==> config.mk <==
export PLATFORM = sky130hd
export DESIGN_NAME = carrier_gen
export DESIGN_NICKNAME = d
export VERILOG_FILES = /design/src/rtl/carrier_pkg.sv /design/src/rtl/carrier_phase_tmr.sv /design/src/rtl/carrier_burst_tmr.sv /design/src/rtl/carrier_gate.sv /design/src/rtl/carrier_gen.sv
export SDC_FILE = /design/constraint.sdc
export NUM_CORES = 1
export LEC_CHECK = 0
export BUFFER_PORTS_ARGS = -buffer_cell sky130_fd_sc_hd__buf_2
export CORE_ASPECT_RATIO = 1.25
export CORE_MARGIN = 10
export CORE_UTILIZATION = 40
export CTS_CLUSTER_DIAMETER = 200
export DETAILED_ROUTE_END_ITERATION = 12
export PLACE_DENSITY = 0.6
export SLEW_MARGIN = 20
export SYNTH_ARGS = -nofsm -noshare
export SYNTH_HDL_FRONTEND = slang
export SYNTH_SLANG_ARGS = --single-unit
==> constraint.sdc <==
create_clock -name clk -period 1.65 [get_ports clk]
set_input_delay 0.165 -clock clk [delete_from_list [all_inputs] [get_ports clk]]
set_output_delay 0.165 -clock clk [all_outputs]
set_load 0.01 [all_outputs]
==> src/rtl/carrier_pkg.sv <==
package carrier_pkg;
    localparam int SEL_W = 2;

    typedef enum logic [SEL_W-1:0] {
        SEL_HI_RLD    = 2'd0,
        SEL_LO_RLD    = 2'd1,
        SEL_BURST_RLD = 2'd2,
        SEL_CTRL      = 2'd3
    } reg_sel_e;

    typedef struct packed {
        logic ph_run;
        logic burst_on_period;
        logic burst_run;
        logic auto_gate;
    } ctrl_t;
endpackage

==> src/rtl/carrier_phase_tmr.sv <==
module carrier_phase_tmr #(
    parameter int W = 8
) (
    input  logic         clk,
    input  logic         rst_n,
    input  logic         run,
    input  logic [W-1:0] hi_reload,
    input  logic [W-1:0] lo_reload,
    input  logic         load,
    input  logic [W-1:0] load_val,
    output logic         level,
    output logic [W-1:0] cnt,
    output logic         period_end
);
    typedef struct packed {
        logic         level;
        logic [W-1:0] cnt;
    } ph_state_t;

    localparam logic [W-1:0] ONE = {{(W-1){1'b0}}, 1'b1};

    ph_state_t st_d, st_q;

    always_comb begin
        st_d       = st_q;
        period_end = run && (st_q.cnt == '0) && !st_q.level;
        if (run) begin
            if (st_q.cnt == '0) begin
                st_d.level = !st_q.level;
                st_d.cnt   = st_q.level ? lo_reload : hi_reload;
            end else begin
                st_d.cnt = st_q.cnt - ONE;
            end
        end else if (load) begin
            st_d.cnt = load_val;
        end
    end

    always_ff @(posedge clk) begin
        if (!rst_n) begin
            st_q.level <= 1'b1;
            st_q.cnt   <= '0;
        end else begin
            st_q <= st_d;
        end
    end

    assign level = st_q.level;
    assign cnt   = st_q.cnt;
endmodule

==> src/rtl/carrier_burst_tmr.sv <==
module carrier_burst_tmr #(
    parameter int W = 8
) (
    input  logic         clk,
    input  logic         rst_n,
    input  logic         run,
    input  logic         tick,
    input  logic [W-1:0] reload,
    input  logic         load,
    input  logic [W-1:0] load_val,
    output logic         underflow,
    output logic [W-1:0] cnt
);
    localparam logic [W-1:0] ONE = {{(W-1){1'b0}}, 1'b1};

    logic [W-1:0] cnt_d, cnt_q;

    always_comb begin
        cnt_d     = cnt_q;
        underflow = run && tick && (cnt_q == '0);
        if (run && tick) begin
            cnt_d = (cnt_q == '0) ? reload : cnt_q - ONE;
        end else if (!run && load) begin
            cnt_d = load_val;
        end
    end

    always_ff @(posedge clk) begin
        if (!rst_n) cnt_q <= '0;
        else        cnt_q <= cnt_d;
    end

    assign cnt = cnt_q;
endmodule

==> src/rtl/carrier_gate.sv <==
module carrier_gate (
    input  logic clk,
    input  logic rst_n,
    input  logic car_set,
    input  logic car_clr,
    input  logic auto_gate,
    input  logic burst_uf,
    input  logic period_end,
    input  logic level,
    output logic flag,
    output logic applied,
    output logic carr
);
    typedef struct packed {
        logic flag;
        logic capt;
        logic applied;
    } gate_state_t;

    gate_state_t st_d, st_q;
    logic        request;

    always_comb begin
        st_d    = st_q;
        request = auto_gate ? st_q.capt : st_q.flag;
        if (car_clr)      st_d.flag = 1'b0;
        else if (car_set) st_d.flag = 1'b1;
        if (burst_uf)     st_d.capt = st_q.flag;
        if (period_end)   st_d.applied = request;
    end

    always_ff @(posedge clk) begin
        if (!rst_n) st_q <= '0;
        else        st_q <= st_d;
    end

    assign flag    = st_q.flag;
    assign applied = st_q.applied;
    assign carr    = st_q.applied & level;
endmodule

==> src/rtl/carrier_gen.sv <==
module carrier_gen #(
    parameter int W = 8
) (
    input  logic         clk,
    input  logic         rst_n,
    input  logic         wr_en,
    input  logic [1:0]   wr_addr,
    input  logic [W-1:0] wr_data,
    input  logic         car_set,
    input  logic         car_clr,
    output logic         carr_out
);
    import carrier_pkg::*;

    localparam int CTRL_W = $bits(ctrl_t);

    typedef struct packed {
        logic [W-1:0] hi_rld;
        logic [W-1:0] lo_rld;
        logic [W-1:0] burst_rld;
        ctrl_t        ctrl;
    } regs_t;

    regs_t        rg_d, rg_q;
    logic         ld_hi, ld_burst;
    logic         ph_level, period_end;
    logic [W-1:0] ph_cnt;
    logic         burst_tick, burst_uf;
    logic [W-1:0] burst_cnt;
    logic         flag, applied;

    always_comb begin
        rg_d     = rg_q;
        ld_hi    = 1'b0;
        ld_burst = 1'b0;
        if (wr_en) begin
            unique case (reg_sel_e'(wr_addr))
                SEL_HI_RLD: begin
                    rg_d.hi_rld = wr_data;
                    ld_hi       = !rg_q.ctrl.ph_run;
                end
                SEL_LO_RLD:    rg_d.lo_rld = wr_data;
                SEL_BURST_RLD: begin
                    rg_d.burst_rld = wr_data;
                    ld_burst       = !rg_q.ctrl.burst_run;
                end
                SEL_CTRL:      rg_d.ctrl = ctrl_t'(wr_data[CTRL_W-1:0]);
                default:       rg_d = rg_q;
            endcase
        end
    end

    always_ff @(posedge clk) begin
        if (!rst_n) rg_q <= '0;
        else        rg_q <= rg_d;
    end

    carrier_phase_tmr #(.W(W)) u_phase (
        .clk        (clk),
        .rst_n      (rst_n),
        .run        (rg_q.ctrl.ph_run),
        .hi_reload  (rg_q.hi_rld),
        .lo_reload  (rg_q.lo_rld),
        .load       (ld_hi),
        .load_val   (wr_data),
        .level      (ph_level),
        .cnt        (ph_cnt),
        .period_end (period_end)
    );

    assign burst_tick = rg_q.ctrl.burst_on_period ? period_end : 1'b1;

    carrier_burst_tmr #(.W(W)) u_burst (
        .clk       (clk),
        .rst_n     (rst_n),
        .run       (rg_q.ctrl.burst_run),
        .tick      (burst_tick),
        .reload    (rg_q.burst_rld),
        .load      (ld_burst),
        .load_val  (wr_data),
        .underflow (burst_uf),
        .cnt       (burst_cnt)
    );

    carrier_gate u_gate (
        .clk        (clk),
        .rst_n      (rst_n),
        .car_set    (car_set),
        .car_clr    (car_clr),
        .auto_gate  (rg_q.ctrl.auto_gate),
        .burst_uf   (burst_uf),
        .period_end (period_end),
        .level      (ph_level),
        .flag       (flag),
        .applied    (applied),
        .carr       (carr_out)
    );
endmodule

======== After elaboration in Yosys (flattened, before gate mapping) ========
Cells that the tools add are included.
storage, ports and cells
  word-level logic and storage cells ...... 52
  flip-flop bits (word level) ............. 48
  input bits .............................. 15
  output and inout bits ................... 1
operators by class
  equality and inequality tests ........... 3
  reduce and logical (&&, ||, !) cells .... 19
  add/sub/neg operators ................... 2
  bitwise operators ....................... 2
  muxes and demuxes ....................... 13
operators with widths
  cell                                                  number
  two-way mux 8 bit                                     7
  logical NOT 8 bit                                     2
  subtractor 8 x 1 -> 8 bit (second input constant)     2
  AND reduction 2 bit                                   5
  two-way mux 1 bit                                     6
  logical AND 1 bit                                     5
  equality test 2 bit (second input constant)           2
  nonzero test 2 bit                                    2
  logical NOT 1 bit                                     3
  equality test 2 x 1 -> 1 bit (second input constant)  1
  logical NOT 2 bit                                     1
  OR reduction 2 bit                                    1
  bitwise AND 1 bit                                     1
  NOT 1 bit                                             1

======== Logic depth before layout (Yosys ltp) ========
  depth in word-level cells ............... 6
  depth in mapped cells ................... 7
  depth with buffers taken out ............ 6

======== By module ========
Synthesis repeated with hierarchy kept, for this count alone.
second synthesis, totals
  cells, all modules ...................... 274
  area total of the unflattened synthesis .. 2499.9 µm²
modules (own cells, without submodules)
  module             instances  area each (µm²)  seq. area each (µm²)  cells each
  carrier_gen        1          1059.8           560.5                 106
  carrier_phase_tmr  1          715.7            180.2                 85
  carrier_burst_tmr  1          605.6            160.2                 72
  carrier_gate       1          118.9            60.1                  11

======== Worst setup path before layout ========
OpenSTA, ideal clock, no wires.
  path type ............................... reg2reg
  start ................................... reg u_burst.cnt_q[0], in the netlist u_burst.cnt[0]
  end ..................................... reg u_burst.cnt_q[1], in the netlist u_burst.cnt[1]
  path buffers ............................ 1
  slack ................................... -0.175 ns
  clock period less this slack ............ 1.825 ns
  cell stages (with the launch flop) ...... 8
  data arrival time ....................... 1.694 ns
  library setup time ...................... 0.131 ns
  cells stage by stage .................... dfxtp_1 -> inv_1 -> ha_1 -> or4b_1 -> buf_2 -> or2_4 -> o2111ai_1 -> o211ai_1
between the ends
  longest elaborated chain between the ends .. 3
RTL lines
  element                                                         line                     text
  start: declaration                                              carrier_burst_tmr.sv:16  logic [W-1:0] cnt_d, cnt_q;
  start signal: assignment                                        carrier_burst_tmr.sv:30  else cnt_q <= cnt_d;
  subtractor 8 x 1 -> 8 bit or logical NOT 8 bit (tied branches)  carrier_burst_tmr.sv:22  cnt_d = (cnt_q == '0) ? reload : cnt_q - ONE;
  two-way mux 8 bit (*)                                           carrier_burst_tmr.sv:22
  two-way mux 8 bit (*)                                           carrier_burst_tmr.sv:21  if (run && tick) begin
Every way passes the cells marked *; elsewhere a longest branch is shown, timed or not.
A chain may end at the register's enable or synchronous reset.

======== Worst setup path after layout ========
  start ................................... reg u_burst.cnt_q[1], in the netlist u_burst.cnt[1]
  end ..................................... reg u_burst.cnt_q[1], in the netlist u_burst.cnt[1]
Same word-level chain as after synthesis.

==> results.tsv <==
stage	metric	value	unit
synth	synth_nets	329	
synth	synthArstFlopShare	0	%
synth	yosys.area_share.adder	1.45	%
sta	grt_setup_unrepaired	yes	
drt	avgViaCountPerCell	5.45	
synth	syn_avg_cell_area	8.30	sq um
synth	yosys.area_share.simple	23.2	%
synth	ys_ff_latch	48	
finish	syn_to_final_growth	26.5	%
worst_setup_path	worstPathArrival	1.86	ns
global_routing	grt_usage	13.2	%
worst_setup_path	worst-path-max-fanout	7	
finish	seq_area	967	sq um
clock_network	clock_latency	0.30	ns
floorplan	io-pin-count	16	
sta	final_max_slew_viol_count	0	
synth	synth_top_area_share	37.2	%
finish	n_antenna_cell	0	
worst_setup_path	path_buf_inv	1	
synth	synth_ff_type	dfxtp_1	
drt	drt_wl_total	6.86	mm
clock_network	numCtsBuffers	5	
worst_setup_path	cp_top_family	simple AND/OR/NAND/NOR gates	
synth	synth_top_family_by_area	simple AND/OR/NAND/NOR gates	
finish	multiInputGateArea	0.00163	sq mm
drt	dr_total_vias	2421	
sta	fin_ws	-0.0184	ns
synth	synth_top_cell_by_area	dfxtp_1	
worst_setup_path	cp_cell_sequence	inv_2 > ha_4 > or4b_4 > or2_4 > o2111ai_2 > o211ai_1	
worst_setup_path	cp.required	1.84	ns
global_routing	gr-total-overflow	0	
floorplan	die_y	110	um
worst_setup_path	cp_slowest_cell	or4b_4	
sta	max_clock_freq	599	MHz
sta	tightest_slew	0.397	ns
sta	skew	0.0139	ns
synth	synth_xor_area_share	0.678	%
drt	drtPass1Iterations	4	
drt	ant_nets	0	
outcome	violations	negative setup slack	
global_routing	grt_first_pass_wirelength	10.9	mm
global_routing	antenna_found_initial	0	
sta	period_needed	1.67	ns
synth	synth_edf_count	0	
synth	yosysSeqAreaShare	37.2	%
worst_setup_path	cp-end-kind	flip-flop	
clock_network	clock_sinks	48	
global_routing	grt_max_degree	22	
run	cap_violations	0	
synth	synthMuxAreaShare	11.5	%
floorplan	fp.coreArea	0.00621	sq mm
finish	drive_above_1_share	29.5	%
floorplan	start_util	41.6	%
place	dp_hpwl	5.10	mm
place	post-place-ws	-0.0479	ns
clock_network	clockBufferDepth	2	
drt	wl_per_cell	15.4	um
synth	synthTopCellsByArea	dfxtp_1 37%, mux2i_1 9.3%, nand2_1 7.6%	
power_and_ir_drop	ir_drop	0.485	mV
synth	syn_inst	311	
finish	fillCellCount	595	
drt	drtIter0Drc	96	
place	place_congestion	0.849	
global_routing	grt_pass1_vias	2296	
sta	tns	-0.0463	ns
sta	setup_viol	3	
worst_setup_path	slowest_delay	0.51	ns
worst_hold_path	hp-class	input port to flip-flop	
clock_network	cts_tree	yes	
sta	timing_hold_violations_final	0	
clock_network	clkTransAtPathRegs	0.10	ns
synth	yosysWarnings	0	
synth	synth_compound_area_share	21.2	%
floorplan	die_w	91.9	um
worst_setup_path	cp-start-kind	flip-flop	
sta	slew_headroom	73.3	%
sta	finalCritPeriodShare	101	%
worst_setup_path	critPathKind	flip-flop to flip-flop	
drt	drc_errors	0	
floorplan	rows	32	
finish	instances_no_fill	444	
synth	ys_types	56	
outcome	outcome	finished, violations left	
power_and_ir_drop	power_leakage	1.39	nW
power_and_ir_drop	power.density	806	mW/mm^2
floorplan	fp.dieArea	0.0101	sq mm
clock_network	htree_levels	2	
place	dp.cells	434	
synth	synth_area	0.00258	sq mm
place	portBuffers	15	
finish	nNetsFinal	376	
clock_network	cts-root-buf	clkbuf_8	
## repair_timing
action                                  4_1_cts  5_1_grt
resized for setup                             4       21
gates cloned                                  0        1
pin swaps                                     1       11
setup buffers                                 0        0
endpoints found under the hold margin         1        0
hold buffers                                  1        0
endpoints found under the setup margin        6       13
## where the power goes
group | total, mW | switching, mW | internal (mW)
logic | 0.653 | 0.323 | 0.330
clock network | 0.726 | 0.391 | 0.335
registers | 1.25 | 0.0474 | 1.21
## worst paths after layout
| check | start | endpoint | slack [ns] | depth (start not counted) |
|---|---|---|---|---|
| worst max-delay path | u_burst.cnt[1] | u_burst.cnt[1] | -0.02 | 6 |
| worst min-delay path | car_set | u_gate.flag | 0.12 | 3 |
| worst max register to register | u_burst.cnt[1] | u_burst.cnt[1] | -0.02 | 6 |
| worst min register to register | rg_q[21] | rg_q[21] | 0.46 | 2 |
## cell type report
cell class,count,share of cell area (%)
clock inverters,2,0.307
well taps,85,3.26
clock buffers,6,2.53
multi-input cells,233,49.9
inverters,10,1.15
flip-flops and latches,48,29.6
repair buffers,60,13.3
## per-layer routing
layer  global-route usage, %  up-vias  wire, um
met5                       0        -         0
met4                    5.52        0       166
met3                    2.11       12       146
met2                    24.7       26      3650
met1                    14.4     1165      2900
li1                        -     1218         -
## tightest hold or removal path, cell delays in order
cell,delay (ns)
buf_2,0.10
nor2_1,0.08
nor3_1,0.05
## placed cells by master, fill, tap and decap left out, types with 5 or more instances in the layout
master	count
a2bb2oi_1	5
mux2_2	5
nand2_1	52
mux2i_1	24
clkbuf_8	6
inv_1	5
dfxtp_1	43
nor2b_1	5
o21ai_0	7
dfxtp_2	5
a21oi_1	30
buf_2	16
nor2_1	24
buf_4	40
## registers in the layout, summed over array words and instances, names as in the netlist
name / flops
rg_q: 28
u_gate.flag: 1
u_gate.applied: 1
u_gate.st_q: 1
u_phase.cnt: 8
u_burst.cnt: 8
u_phase.level: 1
## Yosys cell counts (3+ instances only)
cell type and instances:
a21o_1 4, a21oi_1 30, a2bb2oi_1 5, a31oi_1 4, a41o_1 3, buf_2 4, clkbuf_1 15, dfxtp_1 48
ha_1 3, inv_1 9, mux2_2 5, mux2i_1 24, nand2_1 52, nand3_1 5, nor2_1 24, nor2b_1 5
nor3_1 6, o211ai_1 4, o21ai_0 8, o22ai_1 3, or3_1 4, or4_1 3
## kinds of logic after synthesis
logic type	Yosys count
AO/OA/AOI/OAI	81
XOR/XNOR	2
adder cells (fa/ha/maj)	3
buffers and inverters	30
flip-flops	48
multiplexers	29
AND/OR/NAND/NOR	118
## metrics by stage
step / hold slack [ns] / utilization (%) / total power, mW / cell area, sq um
after floorplan: 0.244 / - / 1.67 / 2630
after global placement: 0.331 / 49.2 / 1.87 / 3050
after detailed placement: 0.338 / 49.2 / 1.87 / 3050
after CTS: 0.110 / 51.2 / 2.62 / 3180
after global routing: 0.112 / 52.6 / 2.77 / 3270
final: 0.116 / 52.6 / 2.63 / 3270
Power figures use the tool's default switching activity.
